`config.mk`:
```
export PLATFORM = sky130hd
export DESIGN_NAME = cpu_irq_port
export DESIGN_NICKNAME = d
export VERILOG_FILES = /design/src/rtl/cpu_irq_pkg.sv /design/src/rtl/cpu_irq_ctl.sv /design/src/rtl/cpu_irq_dp.sv /design/src/rtl/cpu_irq_port.sv
export SDC_FILE = /design/constraint.sdc
export NUM_CORES = 1
export LEC_CHECK = 0
export BUFFER_PORTS_ARGS = -buffer_cell sky130_fd_sc_hd__buf_2
export CAP_MARGIN = 25
export CORE_MARGIN = 4
export CORE_UTILIZATION = 56
export CTS_BUF_LIST = sky130_fd_sc_hd__clkbuf_8
export DETAILED_ROUTE_END_ITERATION = 8
export PLACE_DENSITY = 0.87
export SETUP_SLACK_MARGIN = 0.5
export SLEW_MARGIN = 5
export SYNTH_ARGS = -nofsm -noshare
export SYNTH_HDL_FRONTEND = slang
export SYNTH_SLANG_ARGS = --single-unit
```
`constraint.sdc`:
```
create_clock -name clk -period 15.45 [get_ports clk]
set_input_delay 3.09 -clock clk [delete_from_list [all_inputs] [get_ports clk]]
set_output_delay 3.09 -clock clk [all_outputs]
set_load 0.1 [all_outputs]
```
`src/rtl/cpu_irq_pkg.sv`:
```
`timescale 1ns/1ps
package cpu_irq_pkg;
  // word offsets (byte address bits 4:2)
  localparam logic [2:0] OFS_CTRL = 3'd0;
  localparam logic [2:0] OFS_MASK = 3'd1;
  localparam logic [2:0] OFS_ACK  = 3'd2;
  localparam logic [2:0] OFS_EOI  = 3'd3;
  localparam logic [2:0] OFS_RUN  = 3'd4;

  typedef enum logic [2:0] {
    SEL_NONE, SEL_CTRL, SEL_MASK, SEL_ACK, SEL_RUN
  } rdSel_e;

  // strobes from control to datapath
  typedef struct packed {
    logic   wrCtrl;
    logic   wrMask;
    logic   push;
    logic   pop;
    rdSel_e rdSel;
  } ctlStrobe_t;
endpackage

```
`src/rtl/cpu_irq_ctl.sv`:
```
`timescale 1ns/1ps
module cpu_irq_ctl
  import cpu_irq_pkg::*;
(
  input  logic       busSel,
  input  logic       busWrite,
  input  logic [4:0] busAddr,
  input  logic       qualify,
  input  logic       stackEmpty,
  output ctlStrobe_t strb,
  output logic       ackPulse,
  output logic       eoiPulse
);
  logic [2:0] word;
  logic rdReq, wrReq;
  logic unusedAddr;

  assign word       = busAddr[4:2];
  assign unusedAddr = ^busAddr[1:0];
  assign rdReq      = busSel && !busWrite;
  assign wrReq      = busSel && busWrite;

  always_comb begin
    strb.wrCtrl = wrReq && (word == OFS_CTRL);
    strb.wrMask = wrReq && (word == OFS_MASK);
    strb.push   = rdReq && (word == OFS_ACK) && qualify;
    strb.pop    = wrReq && (word == OFS_EOI) && !stackEmpty;
    strb.rdSel  = SEL_NONE;
    if (rdReq) begin
      case (word)
        OFS_CTRL: strb.rdSel = SEL_CTRL;
        OFS_MASK: strb.rdSel = SEL_MASK;
        OFS_ACK:  strb.rdSel = SEL_ACK;
        OFS_RUN:  strb.rdSel = SEL_RUN;
        default:  strb.rdSel = SEL_NONE;
      endcase
    end
  end

  assign ackPulse = strb.push;
  assign eoiPulse = strb.pop;
endmodule

```
`src/rtl/cpu_irq_dp.sv`:
```
`timescale 1ns/1ps
module cpu_irq_dp
  import cpu_irq_pkg::*;
#(
  parameter int ID_W   = 10,
  parameter int PRIO_W = 4,
  parameter int DEPTH  = 16
) (
  input  logic              clk,
  input  logic              rstN,
  input  ctlStrobe_t        strb,
  input  logic [31:0]       busWdata,
  input  logic              pendValid,
  input  logic [ID_W-1:0]   pendId,
  input  logic [PRIO_W-1:0] pendPrio,
  output logic [31:0]       busRdata,
  output logic              qualify,
  output logic              stackEmpty,
  output logic [ID_W-1:0]   ackId,
  output logic [ID_W-1:0]   eoiId,
  output logic              irqOut,
  output logic              ctrlEn,
  output logic [PRIO_W-1:0] maskPrio,
  output logic [PRIO_W-1:0] runPrio
);
  localparam int IDX_W = $clog2(DEPTH);
  localparam int CNT_W = $clog2(DEPTH + 1);
  localparam logic [ID_W-1:0] SPURIOUS = {ID_W{1'b1}};

  logic [PRIO_W-1:0] stk [DEPTH];
  logic [CNT_W-1:0]  depthCnt;
  logic [IDX_W-1:0]  topIdx;
  logic              stackFull;
  logic              unusedWdata;

  assign unusedWdata = ^busWdata;
  assign stackEmpty  = (depthCnt == '0);
  assign stackFull   = (depthCnt == CNT_W'(DEPTH));
  assign topIdx      = IDX_W'(depthCnt - CNT_W'(1));
  assign runPrio     = stackEmpty ? {PRIO_W{1'b1}} : stk[topIdx];

  assign qualify = ctrlEn && pendValid && !stackFull &&
                   (pendPrio < maskPrio) && (pendPrio < runPrio);

  assign ackId = strb.push ? pendId : '0;
  assign eoiId = busWdata[ID_W-1:0];

  always_ff @(posedge clk or negedge rstN) begin
    if (!rstN) begin
      ctrlEn   <= 1'b0;
      maskPrio <= '0;
      irqOut   <= 1'b0;
      depthCnt <= '0;
      for (int i = 0; i < DEPTH; i++) stk[i] <= '0;
    end else begin
      if (strb.wrCtrl) ctrlEn <= busWdata[0];
      if (strb.wrMask) maskPrio <= busWdata[4 +: PRIO_W];
      irqOut <= qualify;
      if (strb.push) depthCnt <= depthCnt + CNT_W'(1);
      else if (strb.pop) depthCnt <= depthCnt - CNT_W'(1);
      for (int i = 0; i < DEPTH; i++)
        if (strb.push && depthCnt == CNT_W'(i)) stk[i] <= pendPrio;
    end
  end

  always_comb begin
    case (strb.rdSel)
      SEL_CTRL: busRdata = {31'b0, ctrlEn};
      SEL_MASK: busRdata = 32'(maskPrio) << 4;
      SEL_ACK:  busRdata = strb.push ? 32'(pendId) : 32'(SPURIOUS);
      SEL_RUN:  busRdata = 32'(runPrio) << 4;
      default:  busRdata = '0;
    endcase
  end
endmodule

```
`src/rtl/cpu_irq_port.sv`:
```
`timescale 1ns/1ps
module cpu_irq_port
  import cpu_irq_pkg::*;
#(
  parameter int ID_W   = 10,
  parameter int PRIO_W = 4,
  parameter int DEPTH  = 16
) (
  input  logic              clk,
  input  logic              rstN,
  input  logic              busSel,
  input  logic              busWrite,
  input  logic [4:0]        busAddr,
  input  logic [31:0]       busWdata,
  output logic [31:0]       busRdata,
  input  logic              pendValid,
  input  logic [ID_W-1:0]   pendId,
  input  logic [PRIO_W-1:0] pendPrio,
  output logic              ackPulse,
  output logic [ID_W-1:0]   ackId,
  output logic              eoiPulse,
  output logic [ID_W-1:0]   eoiId,
  output logic              irqOut
);
  ctlStrobe_t        strb;
  logic              qualify, stackEmpty, ctrlEn;
  logic [PRIO_W-1:0] maskPrio, runPrio;

  cpu_irq_ctl ctl_i (
    .busSel, .busWrite, .busAddr, .qualify, .stackEmpty,
    .strb, .ackPulse, .eoiPulse
  );

  cpu_irq_dp #(.ID_W(ID_W), .PRIO_W(PRIO_W), .DEPTH(DEPTH)) dp_i (
    .clk, .rstN, .strb, .busWdata, .pendValid, .pendId, .pendPrio,
    .busRdata, .qualify, .stackEmpty, .ackId, .eoiId, .irqOut,
    .ctrlEn, .maskPrio, .runPrio
  );
endmodule

```
# After elaboration in Yosys (flattened, before gate mapping)
# Cells that the tools add are included.
[op_classes]
addsub = 2
order_cmp = 3
n_eq_ne = 24
muxes = 11
bitwise_logic = 1
reduce_logical = 34
[op_table]
columns = ["cell", "count"]
rows = [
  ["$pmux 32 s4", 1],
  ["$eq 5x4->1 const B", 8],
  ["$logic_and 1x1->1", 28],
  ["$eq 5x3->1 const B", 4],
  ["$mux 10", 2],
  ["$bmux 4 s4", 1],
  ["$eq 3x2->1 const B", 4],
  ["$mux 4", 3],
  ["$pmux 3 s4", 1],
  ["$eq 5x2->1 const B", 2],
  ["$mux 5", 2],
  ["$lt 4x4->1", 2],
  ["$eq 3x1->1 const B", 2],
  ["$eq 3x3->1 const B", 2],
  ["$add 5x1->5 const B", 1],
  ["$eq 5x1->1 const B", 1],
  ["$eq 5x5->1 const B", 1],
  ["$ge 5x5->1 const B", 1],
  ["$logic_not 5->1", 1],
  ["$not 4->5", 1],
  ["$sub 5x1->5 const B", 1],
  ["$logic_not 1->1", 3],
  ["$logic_not 3->1", 1],
  ["$mux 3", 1],
  ["$reduce_bool 2->1", 1],
]
[word_totals]
regBits = 75
in_bits = 56
out_inout_bits = 55
elab_cells = 95

# Depth between registers and ports, before layout
# Gate-level depths: netlist of run 1.
[logic_depth]
ltp_word = 11
mapped_depth = 22
mapped_depth_nobuf = 16

# Cells and area by module
# From an unflattened synthesis of run 1, not the netlist that was laid out.
[hier_totals]
hier_cells = 358
area_unflattened_um2 = 4335.4
[modules_own_cells]
columns = ["module", "n_inst", "cells_per_inst", "area_each_um2", "seq_area_each_um2"]
rows = [
  ["cpu_irq_dp", 1, 344, 4230.3, 1876.8],
  ["cpu_irq_ctl", 1, 14, 105.1, 0.0],
]

# Worst setup path after synthesis of run 1
# No wires, ideal clock.
[synth_path]
path_type = "input port to output port"
startpoint = "in pendPrio[1]"
endpoint = "out ackId[3]"
t_arrival_ns = 5.658
required_ns = 12.360
path_slack_ns = 6.702
stages = 9
n_path_buf = 2
path_cell_list = "ha_1 > a21oi_1 > nor2b_1 > o21ai_0 > o211ai_1 > a211oi_4 > buf_2 > buf_2 > and2_1"
[synth_via]
elab_chain_cells = 5
word_cells_on_any_way = 6
classes_between = "2 x order compare; 1 x mux; 3 x reduce/logical"
[synth_lines]
columns = ["element", "line", "text"]
rows = [
  ["from (decl)", "cpu_irq_port.sv:18", "input logic [PRIO_W-1:0] pendPrio,"],
  ["$lt 4x4->1", "cpu_irq_dp.sv:43", "(pendPrio < maskPrio) && (pendPrio < runPrio);"],
  ["$logic_and 1x1->1", "cpu_irq_dp.sv:42", "assign qualify = ctrlEn && pendValid && !stackFull &&"],
  ["$logic_and 1x1->1 *", "cpu_irq_dp.sv:43", ""],
  ["$logic_and 1x1->1 *", "cpu_irq_ctl.sv:26", "strb.push = rdReq && (word == OFS_ACK) && qualify;"],
  ["net ackPulse", "cpu_irq_port.sv:19", "output logic ackPulse,"],
  ["$mux 10 *", "cpu_irq_dp.sv:45", "assign ackId = strb.push ? pendId : '0;"],
  ["to (decl)", "cpu_irq_port.sv:20", "output logic [ID_W-1:0] ackId,"],
]
# Mark *: on every way through the listed nets, which the timed path passes. The rest lies on a longest branch.

# Final worst setup path of run 1
[layout_path]
startpoint = "in pendPrio[1]"
endpoint = "out ackId[5]"
[layout_via]
elab_chain_cells = 5
word_cells_on_any_way = 6
classes_between = "2 x order compare; 1 x mux; 3 x reduce/logical"
[layout_lines]
columns = ["element", "line"]
rows = [
  ["$lt 4x4->1", "cpu_irq_dp.sv:43"],
  ["$logic_and 1x1->1", "cpu_irq_dp.sv:42"],
  ["$logic_and 1x1->1 *", "cpu_irq_dp.sv:43"],
  ["$logic_and 1x1->1 *", "cpu_irq_ctl.sv:26"],
  ["$mux 10 *", "cpu_irq_dp.sv:45"],
]
# Mark *: on every way between the ends. The rest lies on a longest branch, timed or not.

==> reports/results.tsv, run 1 <==
stage	metric	value	unit
floorplan	die_x	98.8	um
timing	post-route-min-period	8.50	ns
run	drv_cap	0	
yosys	synth-edff-count	0	
layout	drive_gt1_frac	0.365	
clock_tree	clock-sinks	75	
detailed_routing	drtPass1Iterations	7	
power_and_ir_drop	p_leak	2.50	nW
yosys	yosys_warnings	0	
global_route	grt_pass1_vias	3368	
clock_tree	cts_root_buf	clkbuf_8	
yosys	syn_inst	408	
floorplan	rows	32	
clock_tree	cts_resized	0	
global_route	grt-ovfl-total	0	
timing	grt_setup_unrepaired	false	
clock_tree	cts_tree	built	
floorplan	dieArea	0.00976	mm^2
yosys	ys.flop_type	dfrtp_1	
floorplan	die_h	98.8	um
yosys	syn_avg_cell_area	11.3	um^2
placement	dp_hpwl	7300	um
worst_setup_path	critPathBufInv	2	
layout	n_fill_cell	607	
clock_tree	cts_hold_buf	0	
yosys	ys_seq_area_frac	0.407	
floorplan	start_util	0.585	
detailed_routing	routed_via_density	5.90	
worst_setup_path	path_delay_family	compound AO/OA/AOI/OAI gates	
timing	whs	0.495	ns
worst_setup_path	cpMostUsedCell	buf_2	
worst_setup_path	end_kind	output port	
yosys	yosysUniqueCellTypes	55	
timing	setup_viol	0	
clock_tree	cts_setup_buffers	0	
placement	numPortBuffers	54	
worst_setup_path	regToRegSetupSlack	9.97	ns
layout	finalNetCount	513	
clock_tree	htree_num_levels	3	
detailed_routing	routed_wl	10300	um
timing	slew_headroom	0.444	
floorplan	core_area	0.00789	mm^2
worst_setup_path	arrival	5.41	ns
worst_setup_path	crit_type	input pin to output port	
power_and_ir_drop	irDropWorstVdd	0.0454	mV
yosys	syn_area	0.00462	mm^2
worst_setup_path	slowest_delay	0.43	ns
worst_setup_path	crit_chain	buf_2, ha_1, a21oi_1, nor2b_1, o21ai_0, o211ai_1, a211oi_4, and2_1, buf_2	
power_and_ir_drop	pwr_density_cell	127	mW/mm^2
layout	n_antenna_cell	0	
worst_setup_path	crit_required	12.36	ns
clock_tree	clk_pin_slew_worst_paths	0.08	ns
timing	fmax	118	MHz
timing	hold_violations	0	
timing	final_max_slew_viol_count	0	
clock_tree	numCtsBuffers	9	
status	run_status	finished, final reports clean	
detailed_routing	vias	3249	
clock_tree	clk_path_buf_depth	2	
floorplan	ios	111	
timing	setup_tns	0	ns
detailed_routing	drc	0	
hold_path	hold_path_class	register to register	
global_route	grt_max_degree	76	
power_and_ir_drop	fin_total_pwr	0.633	mW
worst_setup_path	slowest_stage	a211oi_4	
clock_tree	clk_latency	0.36	ns
timing	timing.final.crit_share	0.550	
global_route	antenna_found_initial	0	
worst_setup_path	critPathMaxFanout	18	
detailed_routing	drt-initial-drc-count	272	
worst_setup_path	start_kind	input pin	
detailed_routing	ant_nets	0	
timing	worst_slew_pin_slew	0.834	ns
global_route	grt_use_total	0.221	
placement	routabilityCongestion	0.938	
layout	syn2layout_area_growth	8.21	%
yosys	ys_seq_elements	75	
global_route	grt_first_pass_wirelength	16900	um
yosys	synth-async-reset-ratio	1.00	
detailed_routing	wl_per_cell	18.7	um
timing	skew	0.00694	ns
registers in the layout, indices dropped and copies added, names as in the netlist:
name	cells
dp_i.stk	64
dp_i.depthCnt	5
dp_i.maskPrio	4
dp_i.ctrlEn	1
dp_i.irqOut	1
final timing paths:
kind	from	to	depth (start not counted)
worst max-delay path	pendPrio[1]	ackId[5]	9
worst min register to register	dp_i.stk[15]	dp_i.stk[15]	1
worst max register to register	dp_i.depthCnt[0]	dp_i.stk[21]	17
max in group asynchronous	rstN	dp_i.stk[34]	3
worst min-delay path	dp_i.stk[15]	dp_i.stk[15]	1
min in group asynchronous	rstN	dp_i.depthCnt[3]	2
cells in the final DEF, fill, tap and decap left out, drive strengths merged, types with 3 or more instances in the layout:
| cell | n |
|---|---|
| dfrtp | 75 |
| mux2 | 69 |
| buf | 59 |
| nor2 | 33 |
| conb | 22 |
| nand2 | 15 |
| nand3 | 15 |
| and2 | 14 |
| o21ai | 13 |
| inv | 12 |
| mux2i | 12 |
| ha | 12 |
| mux4 | 10 |
| a21oi | 9 |
| clkbuf | 9 |
| nor2b | 7 |
| xnor2 | 5 |
| o211ai | 5 |
| nand2b | 4 |
| a22oi | 4 |
| and3 | 4 |
| nor3 | 4 |
| a31oi | 3 |
| nand4 | 3 |
cell families after synthesis:
logic type	synth area share
AO/OA/AOI/OAI	0.0759
XOR/XNOR	0.00949
adder cells (fa/ha/maj)	0.0325
buffers and inverters	0.0867
flip-flops	0.407
multiplexers	0.250
other	0.000812
AND/OR/NAND/NOR	0.138
report_power, final:
part	internal [mW]	leakage, nW	switching, mW
Sequential	0.206	1.03	0.0209
Clock	0.0891	0.108	0.0708
Combinational	0.0820	1.36	0.164
metal layers:
metal  share of wire  track usage  wire, um
met1            0.39        0.268      4020
met2            0.50        0.374      5150
met3           0.077       0.0566       787
met4           0.032       0.0893       325
met5               0            0         0
cells in the mapped netlist, types with 2 or more instances:
| master | instances | share of area |
|---|---|---|
| a2111oi_0 | 2 | 0.0038 |
| a21o_1 | 2 | 0.0033 |
| a21oi_1 | 9 | 0.0098 |
| a221oi_1 | 2 | 0.0038 |
| a22oi_1 | 4 | 0.0065 |
| a31oi_1 | 3 | 0.0041 |
| and2_1 | 14 | 0.019 |
| and3_1 | 4 | 0.0054 |
| buf_1 | 3 | 0.0024 |
| buf_2 | 5 | 0.0054 |
| buf_4 | 35 | 0.057 |
| buf_6 | 3 | 0.0073 |
| clkbuf_1 | 8 | 0.0065 |
| dfrtp_1 | 75 | 0.41 |
| ha_1 | 12 | 0.033 |
| inv_1 | 10 | 0.0081 |
| mux2_1 | 4 | 0.0098 |
| mux2_2 | 57 | 0.14 |
| mux2_4 | 8 | 0.026 |
| mux2i_1 | 12 | 0.026 |
| mux4_2 | 10 | 0.049 |
| nand2_1 | 14 | 0.011 |
| nand2b_1 | 4 | 0.0054 |
| nand3_1 | 6 | 0.0065 |
| nand3_2 | 9 | 0.020 |
| nand3b_1 | 2 | 0.0033 |
| nand4_1 | 2 | 0.0027 |
| nor2_1 | 32 | 0.026 |
| nor2b_1 | 7 | 0.0095 |
| nor3_1 | 3 | 0.0033 |
| o211ai_1 | 5 | 0.0081 |
| o21ai_0 | 13 | 0.014 |
| o22ai_1 | 2 | 0.0027 |
| or2_1 | 2 | 0.0027 |
| xnor2_1 | 5 | 0.0095 |
worst register-to-register path, cell delays in order, from the launching register on:
cell and delay [ns]:
dfrtp_1 0.33, buf_4 0.35, inv_1 0.18, ha_1 0.49, buf_4 0.36, mux2_2 0.42, nor2_1 0.09, a2111oi_0 0.06
a21oi_1 0.20, nor4bb_1 0.42, ha_1 0.33, nor2b_1 0.13, o21ai_0 0.20, o211ai_1 0.22, a211oi_4 0.43, buf_4 0.38
and3_1 0.44, mux2_4 0.34
cell type report:
class / instances / area [um^2] / area share
flip-flops and latches: 75 / 1880 / 0.376
clock buffers: 9 / 124 / 0.0248
multi-input cells: 290 / 2420 / 0.484
well taps: 102 / 128 / 0.0256
repair buffers: 59 / 328 / 0.0656
inverters: 10 / 37.5 / 0.00752
clock inverters: 6 / 83.8 / 0.0168
through the flow:
| step | worst slack (ns) | area (um^2) | std cells | util |
|---|---|---|---|---|
| after floorplan | 6.70 | 4690 | 429 | - |
| after global placement | 7.11 | 4760 | 535 | 0.603 |
| after detailed placement | 6.98 | 4760 | 535 | 0.603 |
| after CTS | 6.97 | 4970 | 550 | 0.630 |
| after global routing | 6.72 | 4990 | 551 | 0.633 |
| final | 6.95 | 4990 | 551 | 0.633 |
Power figures use the tool's default switching activity.
==> inputs of run 2 (changes only) <==
- clock period: 15.45 -> 8.2 ns (I/O delays scaled with it)
==> run 2 against run 1 <==
Sequential power is 88% higher; hold slack better by 0.010 ns; cell area is 0.50% lower; register-to-register slack worse by 7.2 ns.
==> reports/results.tsv, run 2 (synthesis gave the netlist of run 1 again) <==
stage	metric	value	unit
status	run_status	finished, final reports clean	
detailed_routing	drt-initial-drc-count	286	
clock_tree	cts_root_buf	clkbuf_8	
floorplan	die_x	98.8	um
power_and_ir_drop	p_comb_frac	0.400	
global_route	grt_pass1_vias	3372	
power_and_ir_drop	clkPwrFrac	0.234	
detailed_routing	wl_per_cell	18.8	um
timing	setup_tns	0	ns
worst_setup_path	start_kind	register	
layout	finalNetCount	513	
layout	finalInstanceArea	0.00497	mm^2
placement	numPortBuffers	54	
worst_setup_path	crit_required	6.56	ns
timing	final_max_slew_viol_count	0	
detailed_routing	drtPass1Iterations	5	
global_route	grt_max_degree	76	
detailed_routing	routed_wl	10300	um
clock_tree	cts_setup_buffers	0	
timing	grt_setup_unrepaired	false	
detailed_routing	ant_nets	0	
placement	place_ws	1.84	ns
layout	n_antenna_cell	0	
power_and_ir_drop	irDropWorstVdd	0.0978	mV
worst_setup_path	end_kind	output port	
clock_tree	clk_path_buf_depth	2	
run	drv_cap	0	
floorplan	die_h	98.8	um
timing	slew_headroom	0.441	
layout	regMostFlops	dp_i.stk	
timing	setup_viol	0	
timing	setup_slack	1.45	ns
placement	place_area	0.00476	mm^2
detailed_routing	vias	3241	
global_route	grt_use_total	0.224	
power_and_ir_drop	internal-power	0.687	mW
hold_path	hold_path_class	register to register	
power_and_ir_drop	swShare	0.411	
worst_setup_path	critPathMaxFanout	14	
layout	drive_gt1_frac	0.364	
global_route	grt_first_pass_wirelength	17200	um
floorplan	rows	32	
timing	timing.final.crit_share	0.824	
clock_tree	clk_latency	0.35	ns
timing	worst_slew_pin_slew	0.838	ns
worst_setup_path	r2r_cells	15	
global_route	antenna_found_initial	0	
layout	final_common_cell	dfrtp_1	
layout	final_cell_mix	dfrtp_1 (75), mux2_2 (57), buf_2 (54)	
layout	syn2layout_area_growth	7.67	%
clock_tree	cts_hold_buf	0	
clock_tree	numCtsBuffers	9	
floorplan	core_area	0.00789	mm^2
clock_tree	cts_tree	built	
timing	post-route-min-period	6.75	ns
worst_setup_path	arrival	5.11	ns
layout	largest_reg_flops	64	
clock_tree	clk_pin_slew_worst_paths	0.07	ns
floorplan	ios	111	
clock_tree	htree_num_levels	3	
detailed_routing	routed_via_density	5.89	
timing	skew	0.00552	ns
power_and_ir_drop	pwr_density_cell	235	mW/mm^2
timing	whs	0.506	ns
hold_path	min_path_cells	1	
clock_tree	clock-sinks	75	
power_and_ir_drop	pwr-share-seq	0.366	
power_and_ir_drop	p_leak	2.49	nW
layout	reg_top3	dp_i.stk x64, dp_i.depthCnt x5, dp_i.maskPrio x4	
placement	routabilityCongestion	0.980	
worst_setup_path	crit_type	register to output port	
timing	fmax	148	MHz
global_route	grt-ovfl-total	0	
placement	dp_hpwl	7460	um
floorplan	dieArea	0.00976	mm^2
timing	hold_violations	0	
clock_tree	cts_resized	0	
detailed_routing	drc	0	
floorplan	start_util	0.585	
power_and_ir_drop	switchingPower	0.480	mW
==> run 2: cell count changes in the layout (fill, tap and decap cells not counted), sizes merged <==
| cell | before | now |
|---|---|---|
| bufinv | 2 | 1 |
| clkbuf | 9 | 10 |
| clkinv | 1 | 0 |
==> run 2: worst max-delay path, stage by stage (launching register included) <==
cell,delay [ns]
dfrtp_1,0.47
inv_1,0.15
ha_1,0.75
buf_4,0.34
mux2_2,0.38
o21ai_0,0.21
o22ai_1,0.13
a22o_1,0.26
a211oi_1,0.40
ha_1,0.24
nor2_1,0.05
nand3_1,0.07
a31oi_1,0.05
o211ai_1,0.22
a21o_1,0.33
o21ai_0,0.15
o211ai_1,0.13
buf_2,0.45
==> run 2: power groups by stage <==
| stage | registers (mW) | clock network (mW) | logic (mW) |
|---|---|---|---|
| 2_1_floorplan | 0.414 | 0 | 0.406 |
| 3_3_place_gp | 0.431 | 0 | 0.447 |
| 3_5_place_dp | 0.433 | 0 | 0.461 |
| 4_1_cts | 0.426 | 0.278 | 0.464 |
| 5_1_grt | 0.431 | 0.296 | 0.505 |
| 6_report | 0.427 | 0.274 | 0.467 |
==> run 2: final cells by class <==
| cell class | instances | area, um^2 |
|---|---|---|
| Sequential cell | 75 | 1880 |
| Clock buffer | 10 | 138 |
| Inverter | 10 | 37.5 |
| Tap cell | 102 | 128 |
| Timing Repair Buffer | 59 | 328 |
| Multi-Input combinational cell | 290 | 2420 |
| Fill cell | 631 | 2920 |
| Clock inverter | 4 | 45.0 |
==> run 2: routing by layer <==
| layer | up-vias | track usage | routed length (um) |
|---|---|---|---|
| met5 | - | 0 | 0 |
| met2 | 168 | 0.382 | 5090 |
| met3 | 22 | 0.0524 | 962 |
| li1 | 1465 | - | - |
| met4 | 0 | 0.0914 | 238 |
| met1 | 1586 | 0.273 | 4040 |
==> run 2: metrics by stage <==
stage                     utilization  cells  total power, mW
final                           0.630    550             1.17
after global routing            0.630    550             1.23
after CTS                       0.627    549             1.17
after detailed placement        0.603    535            0.894
after global placement          0.603    535            0.878
after floorplan                     -    429            0.820
==> run 2: path summary, 6_finish.rpt <==
check | start | to | slack, ns
worst max-delay path | dp_i.depthCnt[1] | busRdata[5] | 1.45
worst min register to register | dp_i.stk[46] | dp_i.stk[46] | 0.51
min in group asynchronous | rstN | dp_i.stk[56] | 1.24
max in group asynchronous | rstN | dp_i.stk[35] | 6.40
worst max register to register | dp_i.depthCnt[1] | dp_i.stk[21] | 2.82
worst min-delay path | dp_i.stk[46] | dp_i.stk[46] | 0.51
